### src/rtl/kbdr_pkg.sv
package kbdr_pkg;

  typedef logic [127:0][6:0] kmap_t;

  localparam int REPLY_MAX = 3;
  localparam int PUSH_MAX  = REPLY_MAX + 1;

  localparam logic [7:0] OP_RESET  = 8'h01;
  localparam logic [7:0] OP_LAYOUT = 8'h07;
  localparam logic [7:0] OP_LAYALT = 8'h0F;
  localparam logic [7:0] OP_LEDS   = 8'h0E;
  localparam logic [7:0] KEY_EXTPF = 8'hE0;

  function automatic kmap_t build_norm_map();
    kmap_t m;
    for (int i = 0; i < 128; i++) m[i] = 7'((i * 37 + 11) % 128);
    return m;
  endfunction

  function automatic kmap_t build_ext_map();
    kmap_t m;
    for (int i = 0; i < 128; i++) m[i] = (i % 2 == 1) ? 7'((i * 13 + 5) % 128) : 7'd0;
    return m;
  endfunction

  function automatic logic [7:0] key_translate(kmap_t m, logic [7:0] raw);
    return {raw[7], m[raw[6:0]]};
  endfunction

endpackage

### src/rtl/kbdr_cmd.sv
module kbdr_cmd
  import kbdr_pkg::*;
(
  input  logic                        clk,
  input  logic                        rst_n,
  input  logic                        cmd_valid,
  input  logic [7:0]                  cmd_byte,
  input  logic                        tx_en,
  input  logic                        port_off,
  output logic                        flush,
  output logic [1:0]                  reply_n,
  output logic [REPLY_MAX-1:0][7:0]   reply_bytes
);

  logic cmd_take;
  logic led_armed, led_next;

  assign cmd_take = cmd_valid && tx_en && !port_off;

  always_comb begin
    flush       = 1'b0;
    reply_n     = 2'd0;
    reply_bytes = '0;
    led_next    = led_armed;
    if (cmd_take) begin
      if (led_armed) begin
        led_next = 1'b0;
      end else begin
        case (cmd_byte)
          OP_RESET: begin
            flush          = 1'b1;
            reply_n        = 2'd3;
            reply_bytes[0] = 8'hFF;
            reply_bytes[1] = 8'h04;
            reply_bytes[2] = 8'h7F;
          end
          OP_LAYOUT, OP_LAYALT: begin
            flush          = 1'b1;
            reply_n        = 2'd2;
            reply_bytes[0] = 8'hFE;
            reply_bytes[1] = 8'h00;
          end
          OP_LEDS: led_next = 1'b1;
          default: ;
        endcase
      end
    end
  end

  always_ff @(posedge clk or negedge rst_n) begin
    if (!rst_n) led_armed <= 1'b0;
    else        led_armed <= led_next;
  end

  AST_CMD_GATED: assert property (@(posedge clk) disable iff (!rst_n)
    (cmd_valid && (!tx_en || port_off)) |=> ($stable(led_armed)));
  AST_LED_SWALLOW: assert property (@(posedge clk) disable iff (!rst_n)
    (cmd_valid && tx_en && !port_off && led_armed) |-> (!flush && reply_n == 2'd0));
  AST_LED_ONCE: assert property (@(posedge clk) disable iff (!rst_n)
    (cmd_valid && tx_en && !port_off && led_armed) |=> !led_armed);

endmodule

### src/rtl/kbdr_keyx.sv
module kbdr_keyx
  import kbdr_pkg::*;
#(
  parameter kmap_t NORM_MAP = build_norm_map(),
  parameter kmap_t EXT_MAP  = build_ext_map(),
  parameter int    NLOCK    = 2,
  parameter logic [NLOCK-1:0][6:0] LOCK_KEYS = {7'd69, 7'd58}
) (
  input  logic       clk,
  input  logic       rst_n,
  input  logic       key_valid,
  input  logic [7:0] key_code,
  output logic       key_push,
  output logic [7:0] key_out
);

  logic             ext_mode;
  logic             is_prefix;
  logic [1:0]       lock_st  [NLOCK];
  logic [1:0]       lock_nxt [NLOCK];
  logic [NLOCK-1:0] lock_drop;
  logic             key_drop;

  assign is_prefix = key_valid && (key_code == KEY_EXTPF);

  always_comb begin
    for (int j = 0; j < NLOCK; j++) begin
      logic hp, hr;
      hp = key_valid && (key_code == {1'b0, LOCK_KEYS[j]});
      hr = key_valid && (key_code == {1'b1, LOCK_KEYS[j]});
      lock_nxt[j]  = lock_st[j] ^ {hr, hp};
      lock_drop[j] = (hp && lock_nxt[j] == 2'b10) || (hr && lock_nxt[j] == 2'b11);
    end
  end

  assign key_drop = |lock_drop;
  assign key_push = key_valid && !is_prefix && !key_drop;
  assign key_out  = ext_mode ? key_translate(EXT_MAP, key_code)
                             : key_translate(NORM_MAP, key_code);

  always_ff @(posedge clk or negedge rst_n) begin
    if (!rst_n) begin
      ext_mode <= 1'b0;
      for (int j = 0; j < NLOCK; j++) lock_st[j] <= 2'b00;
    end else begin
      if (is_prefix)     ext_mode <= 1'b1;
      else if (key_push) ext_mode <= 1'b0;
      for (int j = 0; j < NLOCK; j++) lock_st[j] <= lock_nxt[j];
    end
  end

  AST_PREFIX_SILENT: assert property (@(posedge clk) disable iff (!rst_n)
    is_prefix |-> !key_push);
  AST_EXT_ONESHOT: assert property (@(posedge clk) disable iff (!rst_n)
    (key_push && !is_prefix) |=> !ext_mode);
  AST_RELEASE_BIT: assert property (@(posedge clk) disable iff (!rst_n)
    key_push |-> (key_out[7] == key_code[7]));
  AST_ONE_LOCK_DROP: assert property (@(posedge clk) disable iff (!rst_n)
    $onehot0(lock_drop));

endmodule

### src/rtl/kbdr_fifo.sv
module kbdr_fifo #(
  parameter int DEPTH = 256,
  parameter int MAXP  = 4
) (
  input  logic                  clk,
  input  logic                  rst_n,
  input  logic                  flush,
  input  logic                  pop_req,
  input  logic [$clog2(MAXP+1)-1:0] push_n,
  input  logic [MAXP-1:0][7:0]  push_data,
  output logic [7:0]            rd_data,
  output logic                  avail
);

  localparam int AW = $clog2(DEPTH);
  localparam int CW = AW + 1;
  localparam int NW = $clog2(MAXP + 1);

  logic [7:0]    mem [DEPTH];
  logic [AW-1:0] wptr, rptr, base_w, rptr_n;
  logic [CW-1:0] count, base_cnt, space;
  logic [NW-1:0] acc;
  logic          pop_ok, push_drop;

  assign pop_ok = pop_req && (count != '0);
  assign avail  = (count != '0);
  assign rd_data = avail ? mem[rptr] : 8'h00;

  always_comb begin
    base_cnt  = flush ? '0 : (count - CW'(pop_ok));
    base_w    = flush ? '0 : wptr;
    rptr_n    = flush ? '0 : (rptr + AW'(pop_ok));
    space     = CW'(DEPTH) - base_cnt;
    acc       = (CW'(push_n) > space) ? NW'(space) : push_n;
    push_drop = (acc != push_n);
  end

  always_ff @(posedge clk or negedge rst_n) begin
    if (!rst_n) begin
      count <= '0;
      wptr  <= '0;
      rptr  <= '0;
    end else begin
      count <= base_cnt + CW'(acc);
      wptr  <= base_w + AW'(acc);
      rptr  <= rptr_n;
    end
  end

  always_ff @(posedge clk) begin
    for (int k = 0; k < MAXP; k++) begin
      if (NW'(k) < acc) mem[base_w + AW'(k)] <= push_data[k];
    end
  end

  AST_NO_OVERFLOW: assert property (@(posedge clk) disable iff (!rst_n)
    count <= CW'(DEPTH));
  AST_FULL_DROPS: assert property (@(posedge clk) disable iff (!rst_n)
    (count == CW'(DEPTH) && !pop_req && !flush && push_n != '0) |-> push_drop);
  AST_POP_STEP: assert property (@(posedge clk) disable iff (!rst_n)
    (pop_req && avail && !flush && push_n == '0) |=> (count == $past(count) - 1'b1));
  AST_EMPTY_POP_IDLE: assert property (@(posedge clk) disable iff (!rst_n)
    (!avail && !flush && push_n == '0) |=> !avail);

endmodule

### src/rtl/kbd_responder.sv
module kbd_responder
  import kbdr_pkg::*;
#(
  parameter int    DEPTH    = 256,
  parameter kmap_t NORM_MAP = build_norm_map(),
  parameter kmap_t EXT_MAP  = build_ext_map()
) (
  input  logic       clk,
  input  logic       rst_n,
  input  logic       cmd_valid,
  input  logic [7:0] cmd_byte,
  input  logic       tx_en,
  input  logic       port_off,
  input  logic       key_valid,
  input  logic [7:0] key_code,
  input  logic       rd_en,
  output logic [7:0] rd_data,
  output logic       data_avail
);

  localparam int NW = $clog2(PUSH_MAX + 1);

  logic                      flush;
  logic [1:0]                reply_n;
  logic [REPLY_MAX-1:0][7:0] reply_bytes;
  logic                      key_push;
  logic [7:0]                key_out;
  logic [NW-1:0]             push_n;
  logic [PUSH_MAX-1:0][7:0]  push_data;

  kbdr_cmd u_cmd (
    .clk(clk), .rst_n(rst_n), .cmd_valid(cmd_valid), .cmd_byte(cmd_byte),
    .tx_en(tx_en), .port_off(port_off), .flush(flush),
    .reply_n(reply_n), .reply_bytes(reply_bytes)
  );

  kbdr_keyx #(.NORM_MAP(NORM_MAP), .EXT_MAP(EXT_MAP)) u_keyx (
    .clk(clk), .rst_n(rst_n), .key_valid(key_valid), .key_code(key_code),
    .key_push(key_push), .key_out(key_out)
  );

  always_comb begin
    push_n = NW'(reply_n) + NW'(key_push);
    for (int k = 0; k < PUSH_MAX; k++) begin
      if (k < REPLY_MAX && NW'(k) < NW'(reply_n)) push_data[k] = reply_bytes[k % REPLY_MAX];
      else if (NW'(k) == NW'(reply_n))            push_data[k] = key_out;
      else                                        push_data[k] = 8'h00;
    end
  end

  kbdr_fifo #(.DEPTH(DEPTH), .MAXP(PUSH_MAX)) u_fifo (
    .clk(clk), .rst_n(rst_n), .flush(flush), .pop_req(rd_en),
    .push_n(push_n), .push_data(push_data),
    .rd_data(rd_data), .avail(data_avail)
  );

  AST_KEY_AFTER_REPLY: assert property (@(posedge clk) disable iff (!rst_n)
    (key_push && reply_n != 2'd0) |-> (push_data[reply_n] == key_out));
  AST_FLUSH_NONEMPTY: assert property (@(posedge clk) disable iff (!rst_n)
    flush |=> data_avail);

endmodule

### config.mk
export PLATFORM = sky130hd
export DESIGN_NAME = kbd_responder
export DESIGN_NICKNAME = d
export VERILOG_FILES = /design/src/rtl/kbdr_pkg.sv /design/src/rtl/kbdr_cmd.sv /design/src/rtl/kbdr_keyx.sv /design/src/rtl/kbdr_fifo.sv /design/src/rtl/kbd_responder.sv
export SDC_FILE = /design/constraint.sdc
export NUM_CORES = 2
export LEC_CHECK = 0
export BUFFER_PORTS_ARGS = -buffer_cell sky130_fd_sc_hd__buf_2
export CORE_ASPECT_RATIO = 0.75
export CORE_UTILIZATION = 45
export CTS_BUF_LIST = sky130_fd_sc_hd__clkbuf_4
export DETAILED_ROUTE_END_ITERATION = 8
export PLACE_DENSITY = 0.65
export SLEW_MARGIN = 10
export SYNTH_ARGS = -nofsm -noshare
export SYNTH_HDL_FRONTEND = slang
export SYNTH_SLANG_ARGS = --single-unit
### constraint.sdc
create_clock -name clk -period 8 [get_ports clk]
set_input_delay 0.8 -clock clk [delete_from_list [all_inputs] [get_ports clk]]
set_output_delay 0.8 -clock clk [all_outputs]
set_load 0.02 [all_outputs]
==> Flow_metrics.wiki <==
{| class="wikitable"
! Metric !! Value
|-
| Detail Route Antenna Nets || 0
|-
| Cell chosen for the clock root || clkbuf_4
|-
| Non-Filler Cell Area, Final || 117,000 sq um
|-
| Sequential cell area in the final layout || 62,300 sq um
|-
| Fmax || 0.134 GHz
|-
| Maximum number of pins on one net before global-route repair || 154
|-
| Final HPWL DP || 283 mm
|-
| DRT met1 WL || 156 mm
|-
| Violated checks || max-capacitance violations, max-slew violations
|-
| Routed length on met2 || 162 mm
|-
| Worst clock skew || 0.146 ns
|-
| Area of the core || 226,000 sq um
|-
| Predominant post-synthesis flop cell || edfxtp_1
|-
| Unrepaired setup endpoints after global routing || false
|-
| Number of nets in the finished design || 7,876
|-
| Data required, critical path || 8.89 ns
|-
| Die boundary height || 415 um
|-
| First-pass GRT wire length || 566 mm
|-
| Post-detailed-placement cell area || 110,000 sq um
|-
| Power density over cell area || 319 nW/um^2
|-
| Top sig layer || met5
|-
| Average detailed-routed wire length per instance || 36.6 um
|-
| Maximum VDD drop || 0.000264 V
|-
| Critical Path End Type || flop
|-
| Initial antenna violation count || 50
|-
| Post-synthesis instance area || 102,000 sq um
|-
| Cell variety after synth || 101
|-
| Setup Crit Path Kind || reg -> reg
|-
| GRT Util Overall || 35.2%
|-
| Warning count from the yosys run || 0
|-
| Number of fill cells || 19,000
|-
| Remaining global-route overflow || 0
|-
| Clk Latency, worst-skew pair || 1.37 ns
|-
| Worst min-delay path category || in -> async
|-
| Share of async-settable or async-resettable flops after synthesis || 1.49%
|-
| Relative max-transition margin || -2.33%
|-
| Least-Margin Pin Slew || 1.53 ns
|-
| Count of state elements after synthesis || 2,079
|-
| Final critical path time including I/O delays and setup || 7.48 ns
|-
| Via count of the first global-routing pass || 71,900
|-
| Number of nets produced by synthesis || 7,252
|-
| Layout cells sized above 1 || 30.5%
|-
| Worst setup SP type || flop
|-
| Largest buffer count on any clock path || 4
|-
| Final cycle utilization of the critical path || 93.5%
|-
| Footprint of the multi-input gates || 37,900 sq um
|-
| Static leakage || 38.2 nW
|-
| Via density per instance || 6.83
|-
| Clock net sink count || 2,079
|-
| Maxcap violations || 1
|-
| Total CTS buffers || 489
|-
| Level count of the clock H-tree || 5
|-
| Setup violators final || 0
|-
| Avg Synthesized Cell Area || 14.2 sq um
|-
| Critical path arrival || 8.37 ns
|-
| Count of pins on the block boundary || 32
|-
| RePlAce Congestion || 1.12
|-
| Cells after Synth || 7,203
|-
| Area of the die || 230,000 sq um
|-
| Clock tree from TritonCTS || done
|-
| DRC violation count after routing || 0
|-
| Total wirelength of the detailed-routed design || 411 mm
|-
| Horizontal die dimension || 553 um
|-
| Top fanout value on the critical path || 11
|-
| Total Neg Setup Slack || 0 ns
|-
| Port Buf Inserts || 31
|-
| Portion of the post-synthesis area used by sequential elements || 60.8%
|-
| Final Max Tran Viols || 15
|-
| Area overhead of the layout relative to synthesis || 14.1%
|-
| Count of TritonRoute iterations in the first routing pass || 9
|-
| Commonest cells after routing, fill and taps aside || edfxtp_1, nor2_1, nor3_1
|-
| Final Hold Vio Count || 0
|-
| Number of rows in the core area || 151
|-
| Setup fix buffers added after clock tree synthesis || 0
|-
| Count of flip-flops with a built-in enable after synthesis || 2,048
|-
| Clock-pin slew on the worst setup and hold paths || 0.07 ns
|-
| DR vias || 76,700
|-
| Result of the run || complete, but fails checks
|-
| First DRT Iteration DRCs || 13,400
|-
| WL met3 || 71.9 mm
|-
| Starting density of the core || 45.3%
|-
| Commonest non-fill, non-tap cell in the layout || edfxtp_1
|}
==> Yosys cell counts, types with 50 or more instances <==
master / instances / area share, %
edfxtp_1: 2048 / 60
mux4_2: 665 / 15
clkbuf_1: 439 / 1.6
a21oi_1: 59 / 0.29
nand3_1: 73 / 0.36
nor3_1: 954 / 4.7
nand2_1: 209 / 0.77
o22ai_2: 55 / 0.67
nor2_1: 1233 / 4.5
and2_1: 55 / 0.34
a311o_1: 50 / 0.49
o221ai_2: 80 / 1.2
buf_1: 98 / 0.36
o22ai_1: 69 / 0.42
nand4_1: 128 / 0.78
o21bai_1: 81 / 0.59
nor2b_1: 71 / 0.43
o21ai_0: 51 / 0.25
==> repair_timing <==
action | 4_1_cts | 5_1_grt
hold buffers | 11 | 0
resized for setup | 0 | 0
endpoints found under the hold margin | 37 | 0
==> state kept, by name, indices dropped and copies added, names as in the netlist <==
register and count:
u_cmd.led_armed 1, u_keyx.ext_mode 1, u_fifo.rptr 8, u_fifo.mem 2048
u_keyx.lock_st 4, u_fifo.count 9, u_fifo.wptr 8
==> worst max-delay path, stage by stage, from the launching register on <==
cell and delay, ns:
dfrtp_1 0.49, or4_1 0.58, nor3_1 0.26, buf_4 0.22, nor2b_1 0.09, ha_1 0.24, ha_1 0.33, nand2b_1 0.19
ha_1 0.25, or2_2 0.30, o221ai_1 0.26, ha_1 0.31, o21a_1 0.11, o21ai_0 0.27, a311o_1 0.65, nor3_1 0.25
nor4_1 1.05, a222oi_1 0.49, buf_4 0.31, o21ai_1 0.40
==> logic make-up (layout without fill, tap and decap cells) <==
kind of cell	after synthesis	count (layout)	synth area share [%]
multiplexers	697	697	14.9
flip-flops	2079	2079	60.8
buffers and inverters	645	1660	2.58
AND/OR/NAND/NOR	2908	2908	13.2
XOR/XNOR	49	49	0.434
AO/OA/AOI/OAI	798	798	7.75
adder cells (fa/ha/maj)	27	27	0.342
other	0	27	0
==> per-stage QoR <==
step	power [mW]	hold slack (ns)	worst slack [ns]	cells	utilization (%)
final	37.3	0.0910	0.522	11200	51.7
after global routing	37.8	0.0748	0.318	11200	51.7
after CTS	36.4	0.00998	0.634	11200	51.7
after detailed placement	27.8	0.469	0.237	10300	48.9
after global placement	27.8	0.475	0.194	10300	48.9
after floorplan	21.2	0.441	1.48	7203	-
==> power by group <==
part / internal [mW] / switching, mW / leakage, nW
combinational: 5.39 / 10.4 / 15.7
sequential: 12.4 / 0.360 / 18.8
clock: 4.28 / 4.50 / 3.72
total: 22.1 / 15.2 / 38.2
==> area by class of cell <==
class	instances	share of cell area, %
Antenna cell	27	0.0578
Sequential cell	2079	53.3
Clock buffer	726	4.66
Inverter	29	0.0942
Multi-Input combinational cell	4479	32.4
Clock inverter	156	0.658
Timing Repair Buffer	749	5.64
Tap cell	2983	3.19
==> layer usage <==
metal | GRT usage [%] | vias to the layer above
met5 | 1.16 | -
met4 | 15.1 | 58
met1 | 49.0 | 38600
met3 | 17.5 | 1181
li1 | - | 30100
met2 | 46.0 | 6735
==> path summary, 6_finish.rpt <==
check                                            start                           end  slack (ns)  cells past startpoint
max                          u_fifo.count[5]$_DFF_PN0_  u_fifo.mem[180][0]$_DFFE_PP_        0.52                     19
min                                              rst_n   u_cmd.led_armed$_DFFE_PN0P_        0.09                      2
max reg2reg                  u_fifo.count[5]$_DFF_PN0_  u_fifo.mem[180][0]$_DFFE_PP_        0.52                     19
min reg2reg                u_keyx.lock_st[0]$_DFF_PN0_   u_keyx.lock_st[0]$_DFF_PN0_        0.49                      1
max in group asynchronous                        rst_n      u_fifo.rptr[1]$_DFF_PN0_        7.15                      2
min in group clk                           key_code[5]   u_keyx.lock_st[0]$_DFF_PN0_        0.12                      5
Note: power is estimated with default switching activity, not from simulation.
